$ cat src/rtl/tps_pkg.sv
package tps_pkg;

    localparam int IDX_W = 5;
    localparam int IMM_W = 7;
    localparam logic [IDX_W-1:0] SP_IDX = 5'd31;

    localparam logic [2:0] MODE_POST = 3'b001;
    localparam logic [2:0] MODE_OFFS = 3'b010;
    localparam logic [2:0] MODE_PRE  = 3'b011;

    typedef enum logic [1:0] {
        FLT_NONE     = 2'd0,
        FLT_ALIGN    = 2'd1,
        FLT_SP_ALIGN = 2'd2,
        FLT_ILLEGAL  = 2'd3
    } fault_e;

    typedef enum logic [2:0] {
        ST_IDLE,
        ST_READ,
        ST_WR_D1,
        ST_WR_D2,
        ST_WR_TAG,
        ST_WBACK,
        ST_DONE,
        ST_FAULT
    } state_e;

    typedef enum logic [1:0] {
        STEP_D1,
        STEP_D2,
        STEP_TAG
    } step_e;

    typedef struct packed {
        logic             legal;
        logic             wback;
        logic             postidx;
        logic [IMM_W-1:0] imm;
        logic [IDX_W-1:0] rt2;
        logic [IDX_W-1:0] rn;
        logic [IDX_W-1:0] rt;
    } dec_t;

endpackage

$ cat src/rtl/tps_decoder.sv
module tps_decoder
    import tps_pkg::*;
(
    input  logic [31:0] insn,
    output dec_t        dec
);
    logic [2:0] mode;
    logic       opcode_hit;
    logic       mode_hit;

    always_comb begin
        mode       = insn[25:23];
        // fixed opcode bits
        opcode_hit = (insn[31:30] == 2'b01) && (insn[29:27] == 3'b101)
                     && !insn[26] && !insn[22];
        mode_hit   = (mode == MODE_POST) || (mode == MODE_OFFS) || (mode == MODE_PRE);

        dec.legal   = opcode_hit && mode_hit;
        dec.wback   = (mode == MODE_POST) || (mode == MODE_PRE);
        dec.postidx = (mode == MODE_POST);
        dec.imm     = insn[21:15];
        dec.rt2     = insn[14:10];
        dec.rn      = insn[9:5];
        dec.rt      = insn[4:0];
    end
endmodule

$ cat src/rtl/tps_agen.sv
module tps_agen #(
    parameter int XLEN    = 64,
    parameter int GRAN_LG = 4,
    parameter int IMM_W   = 7
) (
    input  logic [XLEN-1:0]  base,
    input  logic [IMM_W-1:0] imm,
    input  logic             postidx,
    input  logic             base_is_sp,
    output logic [XLEN-1:0]  acc_addr,
    output logic [XLEN-1:0]  wb_addr,
    output logic             acc_misaligned,
    output logic             sp_misaligned
);
    localparam int EXT_W = XLEN - IMM_W - GRAN_LG;

    logic [XLEN-1:0] offset;

    always_comb begin
        // sign-extend and scale by the granule size
        offset         = {{EXT_W{imm[IMM_W-1]}}, imm, {GRAN_LG{1'b0}}};
        wb_addr        = base + offset;
        // post-index accesses at the unmodified base
        acc_addr       = postidx ? base : wb_addr;
        acc_misaligned = |acc_addr[GRAN_LG-1:0];
        sp_misaligned  = base_is_sp && (|base[GRAN_LG-1:0]);
    end
endmodule

$ cat src/rtl/tps_reqmux.sv
module tps_reqmux
    import tps_pkg::*;
#(
    parameter int XLEN    = 64,
    parameter int GRAN_LG = 4,
    parameter int TAG_LSB = 56,
    parameter int TAG_W   = 4
) (
    input  step_e           step,
    input  logic [XLEN-1:0] acc_addr,
    input  logic [XLEN-1:0] data1,
    input  logic [XLEN-1:0] data2,
    output logic [XLEN-1:0] req_addr,
    output logic [XLEN-1:0] req_data,
    output logic            req_is_tag
);
    localparam int WORD_BYTES = XLEN / 8;

    logic [TAG_W-1:0] tag;
    logic [XLEN-1:0]  gran_addr;

    always_comb begin
        // tag comes from the address itself
        tag       = acc_addr[TAG_LSB +: TAG_W];
        gran_addr = {acc_addr[XLEN-1:GRAN_LG], {GRAN_LG{1'b0}}};
        unique case (step)
            STEP_D1: begin
                req_addr   = acc_addr;
                req_data   = data1;
                req_is_tag = 1'b0;
            end
            STEP_D2: begin
                req_addr   = acc_addr + XLEN'(WORD_BYTES);
                req_data   = data2;
                req_is_tag = 1'b0;
            end
            STEP_TAG: begin
                req_addr   = gran_addr;
                req_data   = {{(XLEN-TAG_W){1'b0}}, tag};
                req_is_tag = 1'b1;
            end
            default: begin
                req_addr   = acc_addr;
                req_data   = data1;
                req_is_tag = 1'b0;
            end
        endcase
    end
endmodule

$ cat src/rtl/tagpair_store_unit.sv
module tagpair_store_unit
    import tps_pkg::*;
#(
    parameter int XLEN    = 64,
    parameter int GRAN_LG = 4,
    parameter int TAG_LSB = 56,
    parameter int TAG_W   = 4
) (
    input  logic            clk,
    input  logic            rst_n,
    input  logic            start,
    input  logic [31:0]     insn,
    output logic            busy,
    output logic            done,
    output logic            fault,
    output logic [1:0]      fault_kind,
    output logic [4:0]      rf_rn_idx,
    input  logic [XLEN-1:0] rf_rn_data,
    output logic [4:0]      rf_rt_idx,
    input  logic [XLEN-1:0] rf_rt_data,
    output logic [4:0]      rf_rt2_idx,
    input  logic [XLEN-1:0] rf_rt2_data,
    input  logic [XLEN-1:0] sp_rd_data,
    output logic            mem_req_valid,
    input  logic            mem_req_ready,
    output logic            mem_req_is_tag,
    output logic [XLEN-1:0] mem_req_addr,
    output logic [XLEN-1:0] mem_req_data,
    output logic            rf_wr_en,
    output logic [4:0]      rf_wr_idx,
    output logic [XLEN-1:0] rf_wr_data,
    output logic            sp_wr_en,
    output logic [XLEN-1:0] sp_wr_data
);
    state_e          state_q, state_d;
    logic [31:0]     insn_q;
    dec_t            dec;
    logic            base_is_sp;
    logic [XLEN-1:0] base_val;
    logic [XLEN-1:0] acc_d, wb_d;
    logic            mis_d, spmis_d;
    fault_e          flt_d, flt_q;
    logic [XLEN-1:0] acc_q, wb_q, d1_q, d2_q;
    logic            wback_q, rn_sp_q;
    logic [4:0]      rn_q;
    step_e           step;

    tps_decoder u_dec (
        .insn (insn_q),
        .dec  (dec)
    );

    assign rf_rn_idx  = dec.rn;
    assign rf_rt_idx  = dec.rt;
    assign rf_rt2_idx = dec.rt2;
    // base field 31 selects the stack pointer
    assign base_is_sp = (dec.rn == SP_IDX);
    assign base_val   = base_is_sp ? sp_rd_data : rf_rn_data;

    tps_agen #(
        .XLEN    (XLEN),
        .GRAN_LG (GRAN_LG),
        .IMM_W   (IMM_W)
    ) u_agen (
        .base           (base_val),
        .imm            (dec.imm),
        .postidx        (dec.postidx),
        .base_is_sp     (base_is_sp),
        .acc_addr       (acc_d),
        .wb_addr        (wb_d),
        .acc_misaligned (mis_d),
        .sp_misaligned  (spmis_d)
    );

    // fault priority: illegal, then stack pointer, then granule
    always_comb begin
        if (!dec.legal)   flt_d = FLT_ILLEGAL;
        else if (spmis_d) flt_d = FLT_SP_ALIGN;
        else if (mis_d)   flt_d = FLT_ALIGN;
        else              flt_d = FLT_NONE;
    end

    // state register
    always_ff @(posedge clk) begin
        if (!rst_n) state_q <= ST_IDLE;
        else        state_q <= state_d;
    end

    // next-state logic
    always_comb begin
        state_d = state_q;
        unique case (state_q)
            ST_IDLE:   if (start) state_d = ST_READ;
            ST_READ:   state_d = (flt_d != FLT_NONE) ? ST_FAULT : ST_WR_D1;
            ST_WR_D1:  if (mem_req_ready) state_d = ST_WR_D2;
            ST_WR_D2:  if (mem_req_ready) state_d = ST_WR_TAG;
            ST_WR_TAG: if (mem_req_ready) state_d = wback_q ? ST_WBACK : ST_DONE;
            ST_WBACK:  state_d = ST_DONE;
            ST_DONE:   state_d = ST_IDLE;
            ST_FAULT:  state_d = ST_IDLE;
            default:   state_d = ST_IDLE;
        endcase
    end

    // operand capture
    always_ff @(posedge clk) begin
        if (!rst_n) begin
            insn_q  <= '0;
            acc_q   <= '0;
            wb_q    <= '0;
            d1_q    <= '0;
            d2_q    <= '0;
            wback_q <= 1'b0;
            rn_sp_q <= 1'b0;
            rn_q    <= '0;
            flt_q   <= FLT_NONE;
        end else begin
            if (state_q == ST_IDLE && start) insn_q <= insn;
            if (state_q == ST_READ) begin
                acc_q   <= acc_d;
                wb_q    <= wb_d;
                // data field 31 reads as zero
                d1_q    <= (dec.rt  == SP_IDX) ? '0 : rf_rt_data;
                d2_q    <= (dec.rt2 == SP_IDX) ? '0 : rf_rt2_data;
                wback_q <= dec.wback;
                rn_sp_q <= base_is_sp;
                rn_q    <= dec.rn;
                flt_q   <= flt_d;
            end
        end
    end

    always_comb begin
        unique case (state_q)
            ST_WR_D2:  step = STEP_D2;
            ST_WR_TAG: step = STEP_TAG;
            default:   step = STEP_D1;
        endcase
    end

    tps_reqmux #(
        .XLEN    (XLEN),
        .GRAN_LG (GRAN_LG),
        .TAG_LSB (TAG_LSB),
        .TAG_W   (TAG_W)
    ) u_req (
        .step       (step),
        .acc_addr   (acc_q),
        .data1      (d1_q),
        .data2      (d2_q),
        .req_addr   (mem_req_addr),
        .req_data   (mem_req_data),
        .req_is_tag (mem_req_is_tag)
    );

    // outputs
    always_comb begin
        busy          = (state_q != ST_IDLE);
        mem_req_valid = (state_q == ST_WR_D1) || (state_q == ST_WR_D2) || (state_q == ST_WR_TAG);
        done          = (state_q == ST_DONE);
        fault         = (state_q == ST_FAULT);
        fault_kind    = (state_q == ST_FAULT) ? flt_q : FLT_NONE;
        rf_wr_en      = (state_q == ST_WBACK) && !rn_sp_q;
        sp_wr_en      = (state_q == ST_WBACK) && rn_sp_q;
        rf_wr_idx     = rn_q;
        rf_wr_data    = wb_q;
        sp_wr_data    = wb_q;
    end

    // payload holds under back-pressure
    p_req_hold_r9: assert property (@(posedge clk) disable iff (!rst_n)
        (mem_req_valid && !mem_req_ready) |=> (mem_req_valid && $stable(mem_req_addr)
            && $stable(mem_req_data) && $stable(mem_req_is_tag)));

    // a fault is never preceded by a write request
    p_fault_nowrite_r5: assert property (@(posedge clk) disable iff (!rst_n)
        fault |-> !$past(mem_req_valid));

    // every data request is word aligned
    p_data_aligned_r5: assert property (@(posedge clk) disable iff (!rst_n)
        (mem_req_valid && !mem_req_is_tag) |-> (mem_req_addr[2:0] == 3'b000));

    // the tag request follows an accepted data request
    p_tag_order_r6: assert property (@(posedge clk) disable iff (!rst_n)
        $rose(mem_req_valid && mem_req_is_tag) |->
            $past(mem_req_valid && mem_req_ready && !mem_req_is_tag));

    // writeback only right after the tag write is accepted
    p_wb_after_tag_r4: assert property (@(posedge clk) disable iff (!rst_n)
        (rf_wr_en || sp_wr_en) |-> $past(mem_req_valid && mem_req_ready && mem_req_is_tag));

    // completion pulses are single-cycle and exclusive
    p_done_pulse_r10: assert property (@(posedge clk) disable iff (!rst_n)
        (done || fault) |=> !(done || fault));
    p_done_excl_r10: assert property (@(posedge clk) disable iff (!rst_n)
        !(done && fault));

    // register and stack writebacks never coincide
    p_wb_excl_r7: assert property (@(posedge clk) disable iff (!rst_n)
        !(rf_wr_en && sp_wr_en));
endmodule

$ cat config.mk
export PLATFORM = sky130hd
export DESIGN_NAME = tagpair_store_unit
export DESIGN_NICKNAME = d
export VERILOG_FILES = /design/src/rtl/tps_pkg.sv /design/src/rtl/tps_decoder.sv /design/src/rtl/tps_agen.sv /design/src/rtl/tps_reqmux.sv /design/src/rtl/tagpair_store_unit.sv
export SDC_FILE = /design/constraint.sdc
export NUM_CORES = 1
export LEC_CHECK = 0
export CORE_ASPECT_RATIO = 0.75
export CORE_UTILIZATION = 30
export CTS_CLUSTER_DIAMETER = 80
export DETAILED_ROUTE_END_ITERATION = 7
export GPL_TIMING_DRIVEN = 0
export HOLD_SLACK_MARGIN = 0.1
export PLACE_DENSITY = 0.61
export SKIP_LAST_GASP = 1
export SLEW_MARGIN = 25
export SYNTH_ARGS = -nofsm -noshare
export SYNTH_HDL_FRONTEND = slang
export SYNTH_SLANG_ARGS = --single-unit
$ cat constraint.sdc
create_clock -name clk -period 4.69 [get_ports clk]
set_input_delay 0.7035 -clock clk [delete_from_list [all_inputs] [get_ports clk]]
set_output_delay 0.7035 -clock clk [all_outputs]
set_load 0.01 [all_outputs]
==> impl_metrics.json, run 1 <==
{
  "outcome": "finished, final reports clean",
  "synth_edf_count": 0,
  "critPathMaxFanout": 9,
  "synthCells": 2211,
  "hold_viol_final": 0,
  "initial_core_util": 0.3032,
  "antenna_found_initial": 6,
  "hpwl_um": 68970,
  "cts_tree": "built",
  "r2r_cells": 18,
  "maxCapViolCount": 0,
  "r2r_slack_ns": 0.15,
  "peakVddDrop_v": 0.0002015,
  "dr.pass1.iters": 6,
  "design_area_sq_mm": 0.02566,
  "ios": 577,
  "post_drt_wl_per_cell_um": 23.97,
  "synth_cell_types": 70,
  "num_rows": 76,
  "clockRootBuffer": "clkbuf_16",
  "drtIter0Drc": 1783,
  "finalWorstSetupSlack_ns": 0.08721,
  "place_area_sq_mm": 0.02419,
  "holdWs_ns": 0.4543,
  "post-route-period-util": 0.9814,
  "drive_gt1_frac": 0.1035,
  "slew_headroom": 0.2601,
  "port_buffers": 576,
  "crit_path_start": "state_q[1]",
  "drcViolationCount": 0,
  "clkLatencyLatePin_ns": 0.60,
  "setup_viol": 0,
  "fp.dieH_um": 210.5,
  "finalPower_w": 0.01068,
  "cts.clk_slew.worst_paths_ns": 0.07,
  "overflow": 0,
  "cp-end-kind": "output port",
  "ys.flop_type": "dfxtp_1",
  "required_ns": 3.99,
  "seq_area_frac_synth": 0.3408,
  "grt_pass1_wl_um": 122100,
  "synth_area_leaders": "dfxtp_1 34%, nand2_1 6.9%, a21oi_1 5.7%, a22oi_1 5.7%, nor2_1 5.4%",
  "r2r_end": "rf_wr_data[46]",
  "viasPerCell": 5.330,
  "fmax_mhz": 217.3,
  "power_density_mw_per_mm2": 416.3,
  "cts.sink_count": 296,
  "yosys_warnings": 0,
  "grt_pass1_vias": 18373,
  "fin_util": 0.4476,
  "cts_buffers": 31,
  "p_leak_nw": 10.11,
  "clk_path_buf_depth": 3,
  "place.gp.congestion": 0.9548,
  "track_usage": 0.2789,
  "synth-async-reset-ratio": 0,
  "skew_ns": 0.01617,
  "htreeDepth": 1,
  "arrival_ns": 3.90,
  "routed.top_layer": "met5",
  "die_w_um": 280.0,
  "vias": 19424,
  "avgSynthCellArea_sq_um": 7.863,
  "synthToLayoutAreaGrowth_pct": 47.61,
  "synth_seq_cells": 296,
  "critPathLaunchType": "flip-flop",
  "num-nets-final": 3194,
  "grt_setup_unrepaired": "yes",
  "wl_met2_um": 38430,
  "synthMostInstantiatedCell": "nand2_1",
  "synth_top_area_cell": "dfxtp_1",
  "timing.critical_path.to": "mem_req_addr[45]",
  "synth_top_cells_by_count": "318 x nand2_1, 296 x dfxtp_1, 249 x nor2_1",
  "coreArea_sq_mm": 0.05734,
  "detail-route-antenna-nets": 0,
  "die_area_sq_mm": 0.05893,
  "routed_wl_um": 87330,
  "hold_class": "reg2reg",
  "dp_slack_ns": -1.554,
  "netlist.area_leader.share": 0.3408,
  "wl_met3_um": 7222,
  "crit_type": "reg2out",
  "grt_start_max_net_pins": 44,
  "syn_area_sq_mm": 0.01739,
  "reg2reg_from": "insn_q[9]",
  "syn_nets": 2570,
  "worst_pin_slew_ns": 1.110,
  "drt-met1-wl_um": 39340,
  "slew_viol_final": 0,
  "period_minus_slack_ns": 4.603
}
-- flip-flops by register name, indices dropped and copies added (netlist names) --
signal / flops
state_q: 3
acc_q: 64
rf_wr_idx: 5
insn_q: 32
rf_wr_data: 60
d2_q: 64
flt_q: 2
wback_q: 1
rn_sp_q: 1
d1_q: 64
-- cell type report --
type,count,area (sq um)
clock buffer,36,845.8
antenna,5,12.51
inverter,25,96.34
clock inverter,21,250.2
tap,780,975.9
timing repair buffer,596,5907
sequential,296,5938
fill,5688,31680
multi-input combinational,1646,10300
buffer,239,1334
-- layer usage --
metal,global-route usage,vias to the layer above
met2,0.4359,910
met3,0.04833,122
li1,-,9031
met5,0,-
met4,0.06915,2
met1,0.3951,9359
-- worst max-delay path, cell delays in order, from the launching register on --
cell,delay (ns)
dfxtp_1,0.31
buf_4,0.15
and3_1,0.17
buf_6,0.13
nand4_4,0.13
or3_1,0.34
clkbuf_4,0.18
or2_1,0.23
buf_6,0.16
or3_4,0.41
buf_4,0.16
nor2_1,0.11
xor2_1,0.23
clkdlybuf4s50_1,0.59
-- per-stage QoR --
step | TNS [ns] | std cells
after detailed placement | -61.44 | 3569
final | 0 | 3644
after global routing | -0.1067 | 3642
after floorplan | 0 | 2211
after global placement | -111.24 | 3567
after CTS | 0 | 3631
-- how the worst min path moves through the flow --
| stage | startpoint | endpoint | slack, ns | depth (start not counted) |
|---|---|---|---|---|
| 5_1_grt | insn_q[28] | insn_q[28] | 0.47 | 2 |
| 4_1_cts | insn_q[28] | insn_q[28] | 0.46 | 2 |
| 3_5_place_dp | insn_q[28] | insn_q[28] | 0.45 | 2 |
| 6_report | rf_wr_idx[2] | rf_wr_idx[2] | 0.45 | 2 |
| 3_3_place_gp | insn_q[26] | insn_q[26] | 0.44 | 2 |
| 2_1_floorplan | insn_q[26] | insn_q[26] | 0.43 | 2 |
-- kinds of logic (layout without fill, tap and decap cells) --
logic type      count (synthesis)  count (layout)  synth area share
buf+inv                       269             917           0.07686
fa+ha+maj                      67              67           0.04865
mux                            69              69           0.04412
simple gates                  750             750            0.1872
xor+xnor                      116             116           0.05844
compound gates                644             644            0.2439
flops                         296             296            0.3408
other cells                     0               5                 0
-- power breakdown --
part	total (W)	internal (W)	leakage (nW)	switching, W
logic	0.00456	0.00202	7.15	0.00254
clock network	0.00272	0.00157	0.538	0.00115
registers	0.00341	0.00295	2.42	0.000456
total	0.0107	0.00654	10.1	0.00414
-- cells in the final DEF, fill, tap and decap left out, drive strengths merged, types with 43 or more instances in the layout --
cell type and instances:
clkdlybuf4s50 562, nand2 318, dfxtp 296, nor2 250, a21oi 199, clkbuf 172
a22oi 132, buf 129, o21ai 88, xnor2 73, ha 66, mux2 61
a22o 60, nand3 48, xor2 43
-- repair_timing --
| action | CTS | global route |
|---|---|---|
| hold buffers | 0 | 0 |
| gates cloned | 0 | 1 |
| setup buffers | 9 | 8 |
| pin swaps | 10 | 6 |
| gates resized for setup | 63 | 48 |
| setup endpoints to repair | 113 | 54 |
(Power assumes the default switching activity.)
==> run 2, diff against run 1 <==
- CORE_ASPECT_RATIO: 0.75 -> 2
==> run 2 against run 1 <==
Net effect:
- worst hold slack gained 0.0032 ns
- die area is essentially flat
- register-to-register slack lost 0.11 ns
- clock power shrank 6%
- critical path depth grew 6
- sequential power is essentially flat
- critical endpoint is now rf_wr_data[56]
- sequential share of layout area is essentially flat
- largest cell class unchanged
- fmax shrank 1.1%
- sequential cell count is the same
- largest power group unchanged
- cell area grew 0.28%
- clock skew shrank 0.0021 ns
==> impl_metrics.json, run 2 (synthesized netlist as in run 1, its figures left out) <==
{
  "critPathTopFamily": "simple AND/OR/NAND/NOR gates",
  "p_int_w": 0.006433,
  "outcome": "finished, final reports clean",
  "hpwl_um": 77490,
  "cts.sink_count": 296,
  "hold_class": "reg2reg",
  "die_area_sq_mm": 0.05898,
  "p_sw_w": 0.004223,
  "place_area_sq_mm": 0.02417,
  "p_sw_frac": 0.3963,
  "p_leak_nw": 10.16,
  "grt_start_max_net_pins": 39,
  "design_area_sq_mm": 0.02573,
  "synthToLayoutAreaGrowth_pct": 48.02,
  "r2r_cells": 19,
  "max_stage_delay_ns": 0.56,
  "skew_ns": 0.01403,
  "drcViolationCount": 0,
  "arrival_ns": 5.13,
  "power_density_mw_per_mm2": 414.1,
  "reg.largest.list": "acc_q: 64 flops, d1_q: 64 flops, d2_q: 64 flops",
  "cts_hold_buf": 0,
  "post-route-period-util": 0.9925,
  "r2r_slack_ns": 0.04,
  "place.gp.congestion": 1.005,
  "cp_common_cell": "buf_4",
  "viasPerCell": 5.445,
  "reg2reg_from": "insn_q[6]",
  "setup_tns_ns": 0,
  "routed_wl_um": 95630,
  "grt_pass1_vias": 20055,
  "cts_buffers": 30,
  "slew_viol_final": 0,
  "drive_gt1_frac": 0.1059,
  "hold_viol_final": 0,
  "detail-route-antenna-nets": 0,
  "htreeDepth": 1,
  "clockRootBuffer": "clkbuf_16",
  "critical_path.n_buffers_inverters": 5,
  "ios": 577,
  "die_w_um": 172.2,
  "final_cell_mix": "562 x clkdlybuf4s50_1, 317 x nand2_1, 289 x dfxtp_1",
  "cp_cell_sequence": "and3_4 > nand3_4 > clkbuf_16 > buf_12 > mux2_2 > ha_4 > nand2_1 > or4_4 > nor2_2 > o211ai_1 > buf_4 > buf_4 > a2111oi_4 > nor2_4 > o41ai_4 > buf_4 > a221oi_1 > xor2_1 > o21ai_1",
  "required_ns": 5.16,
  "critPathLaunchType": "flip-flop",
  "overflow": 0,
  "holdWs_ns": 0.4574,
  "timing.critical_path.to": "rf_wr_data[56]",
  "grt_pass1_wl_um": 133200,
  "period_minus_slack_ns": 4.655,
  "clkLatencyLatePin_ns": 0.60,
  "fmax_mhz": 214.8,
  "track_usage": 0.3152,
  "cts.clk_slew.worst_paths_ns": 0.06,
  "drtIter0Drc": 1265,
  "num-nets-final": 3199,
  "slew_headroom": 0.2628,
  "seqPwrFrac": 0.321,
  "crit_path_start": "insn_q[6]",
  "clkPwrFrac": 0.241,
  "antenna_found_initial": 17,
  "cp-end-kind": "flip-flop",
  "critPathMaxFanout": 10,
  "worst_pin_slew_ns": 1.106,
  "cts_tree": "built",
  "crit_type": "reg2reg",
  "dp.cells": 3546,
  "dr.pass1.iters": 5,
  "grt_setup_unrepaired": "yes",
  "port_buffers": 576,
  "maxCapViolCount": 0,
  "fp.dieH_um": 342.4,
  "num_rows": 124,
  "power_frac_comb": 0.437,
  "setup_viol": 0,
  "slowest_stage": "or4_4",
  "final_common_cell": "clkdlybuf4s50_1",
  "vias": 19755,
  "post_drt_wl_per_cell_um": 26.36,
  "coreArea_sq_mm": 0.05725,
  "initial_core_util": 0.3037,
  "cp.depth": 19,
  "layoutNonFillerInstCount": 3628,
  "r2r_end": "rf_wr_data[56]",
  "peakVddDrop_v": 0.0002994,
  "clk_path_buf_depth": 3
}
==> run 2: changes by cell type in the layout (fill, tap and decap cells not counted), moves of 3 or more <==
cell	before	now
clkbuf_1	126	132
diode_2	5	11
buf_4	104	109
o21ai_1	2	6
clkinv_2	10	7
dlygate4sd2_1	5	2
ha_4	0	3
o21ai_0	84	81
==> run 2: worst register-to-register path, stage by stage, from the launching register on <==
cell and delay [ns]:
dfxtp_4 0.35, and3_4 0.18, nand3_4 0.11, clkbuf_16 0.21, buf_12 0.22, mux2_2 0.42
ha_4 0.33, nand2_1 0.08, or4_4 0.56, nor2_2 0.10, o211ai_1 0.10, buf_4 0.17
buf_4 0.15, a2111oi_4 0.45, nor2_4 0.13, o41ai_4 0.21, buf_4 0.21, a221oi_1 0.09
xor2_1 0.32, o21ai_1 0.14
==> run 2: metrics by stage <==
stage                     total power (W)  utilization  worst slack (ns)
final                             0.01066       0.4495           0.03539
after global routing              0.01113       0.4495           -0.1064
after CTS                         0.01060       0.4453          0.005171
after detailed placement         0.008009       0.4222            -2.309
after global placement           0.007948       0.4209            -2.697
after floorplan                  0.005635            -            0.3318
==> run 2: power by group through the flow <==
stage	combinational, W	sequential (W)	clock [W]
finish	0.00466	0.00342	0.00257
global route	0.00495	0.00347	0.00270
CTS	0.00459	0.00341	0.00260
floorplan	0.00232	0.00332	0
global placement	0.00449	0.00346	0
detailed placement	0.00455	0.00346	0
==> run 2: metal layers <==
metal / vias to the layer above / wire length, um / track usage / part of all wire
met2: 982 / 49860 / 0.5920 / 0.52
met4: 14 / 8130 / 0.2386 / 0.085
met3: 301 / 6497 / 0.06180 / 0.068
met5: - / 93 / 0 / 0.00097
li1: 9041 / - / - / -
met1: 9417 / 31050 / 0.2927 / 0.32
==> run 2: how the worst min path moves through the flow <==
stage                      start            to  cells past startpoint
floorplan             insn_q[26]    insn_q[26]                      2
global placement      insn_q[26]    insn_q[26]                      2
detailed placement  rf_wr_idx[3]  rf_wr_idx[3]                      2
CTS                 rf_wr_idx[3]  rf_wr_idx[3]                      2
global route          insn_q[22]    insn_q[22]                      2
finish                insn_q[28]    insn_q[28]                      2
==> run 2: layout make-up <==
type | count | area, sq um
multi-input cells | 1646 | 10380
plain buffers | 239 | 1369
inverters | 25 | 96.34
diodes | 11 | 27.53
fillers | 5667 | 31520
clock inverters | 14 | 156.4
repair buffers | 602 | 5964
well taps | 756 | 945.9
clock buffers | 39 | 847.1
flip-flops and latches | 296 | 5944
==> run 2: what timing repair did <==
action                                  in CTS  in global routing
gates cloned                                 0                  1
buffers inserted                            13                  9
resized for setup                           78                 59
pin swaps                                   11                 11
endpoints found under the setup margin     127                 53
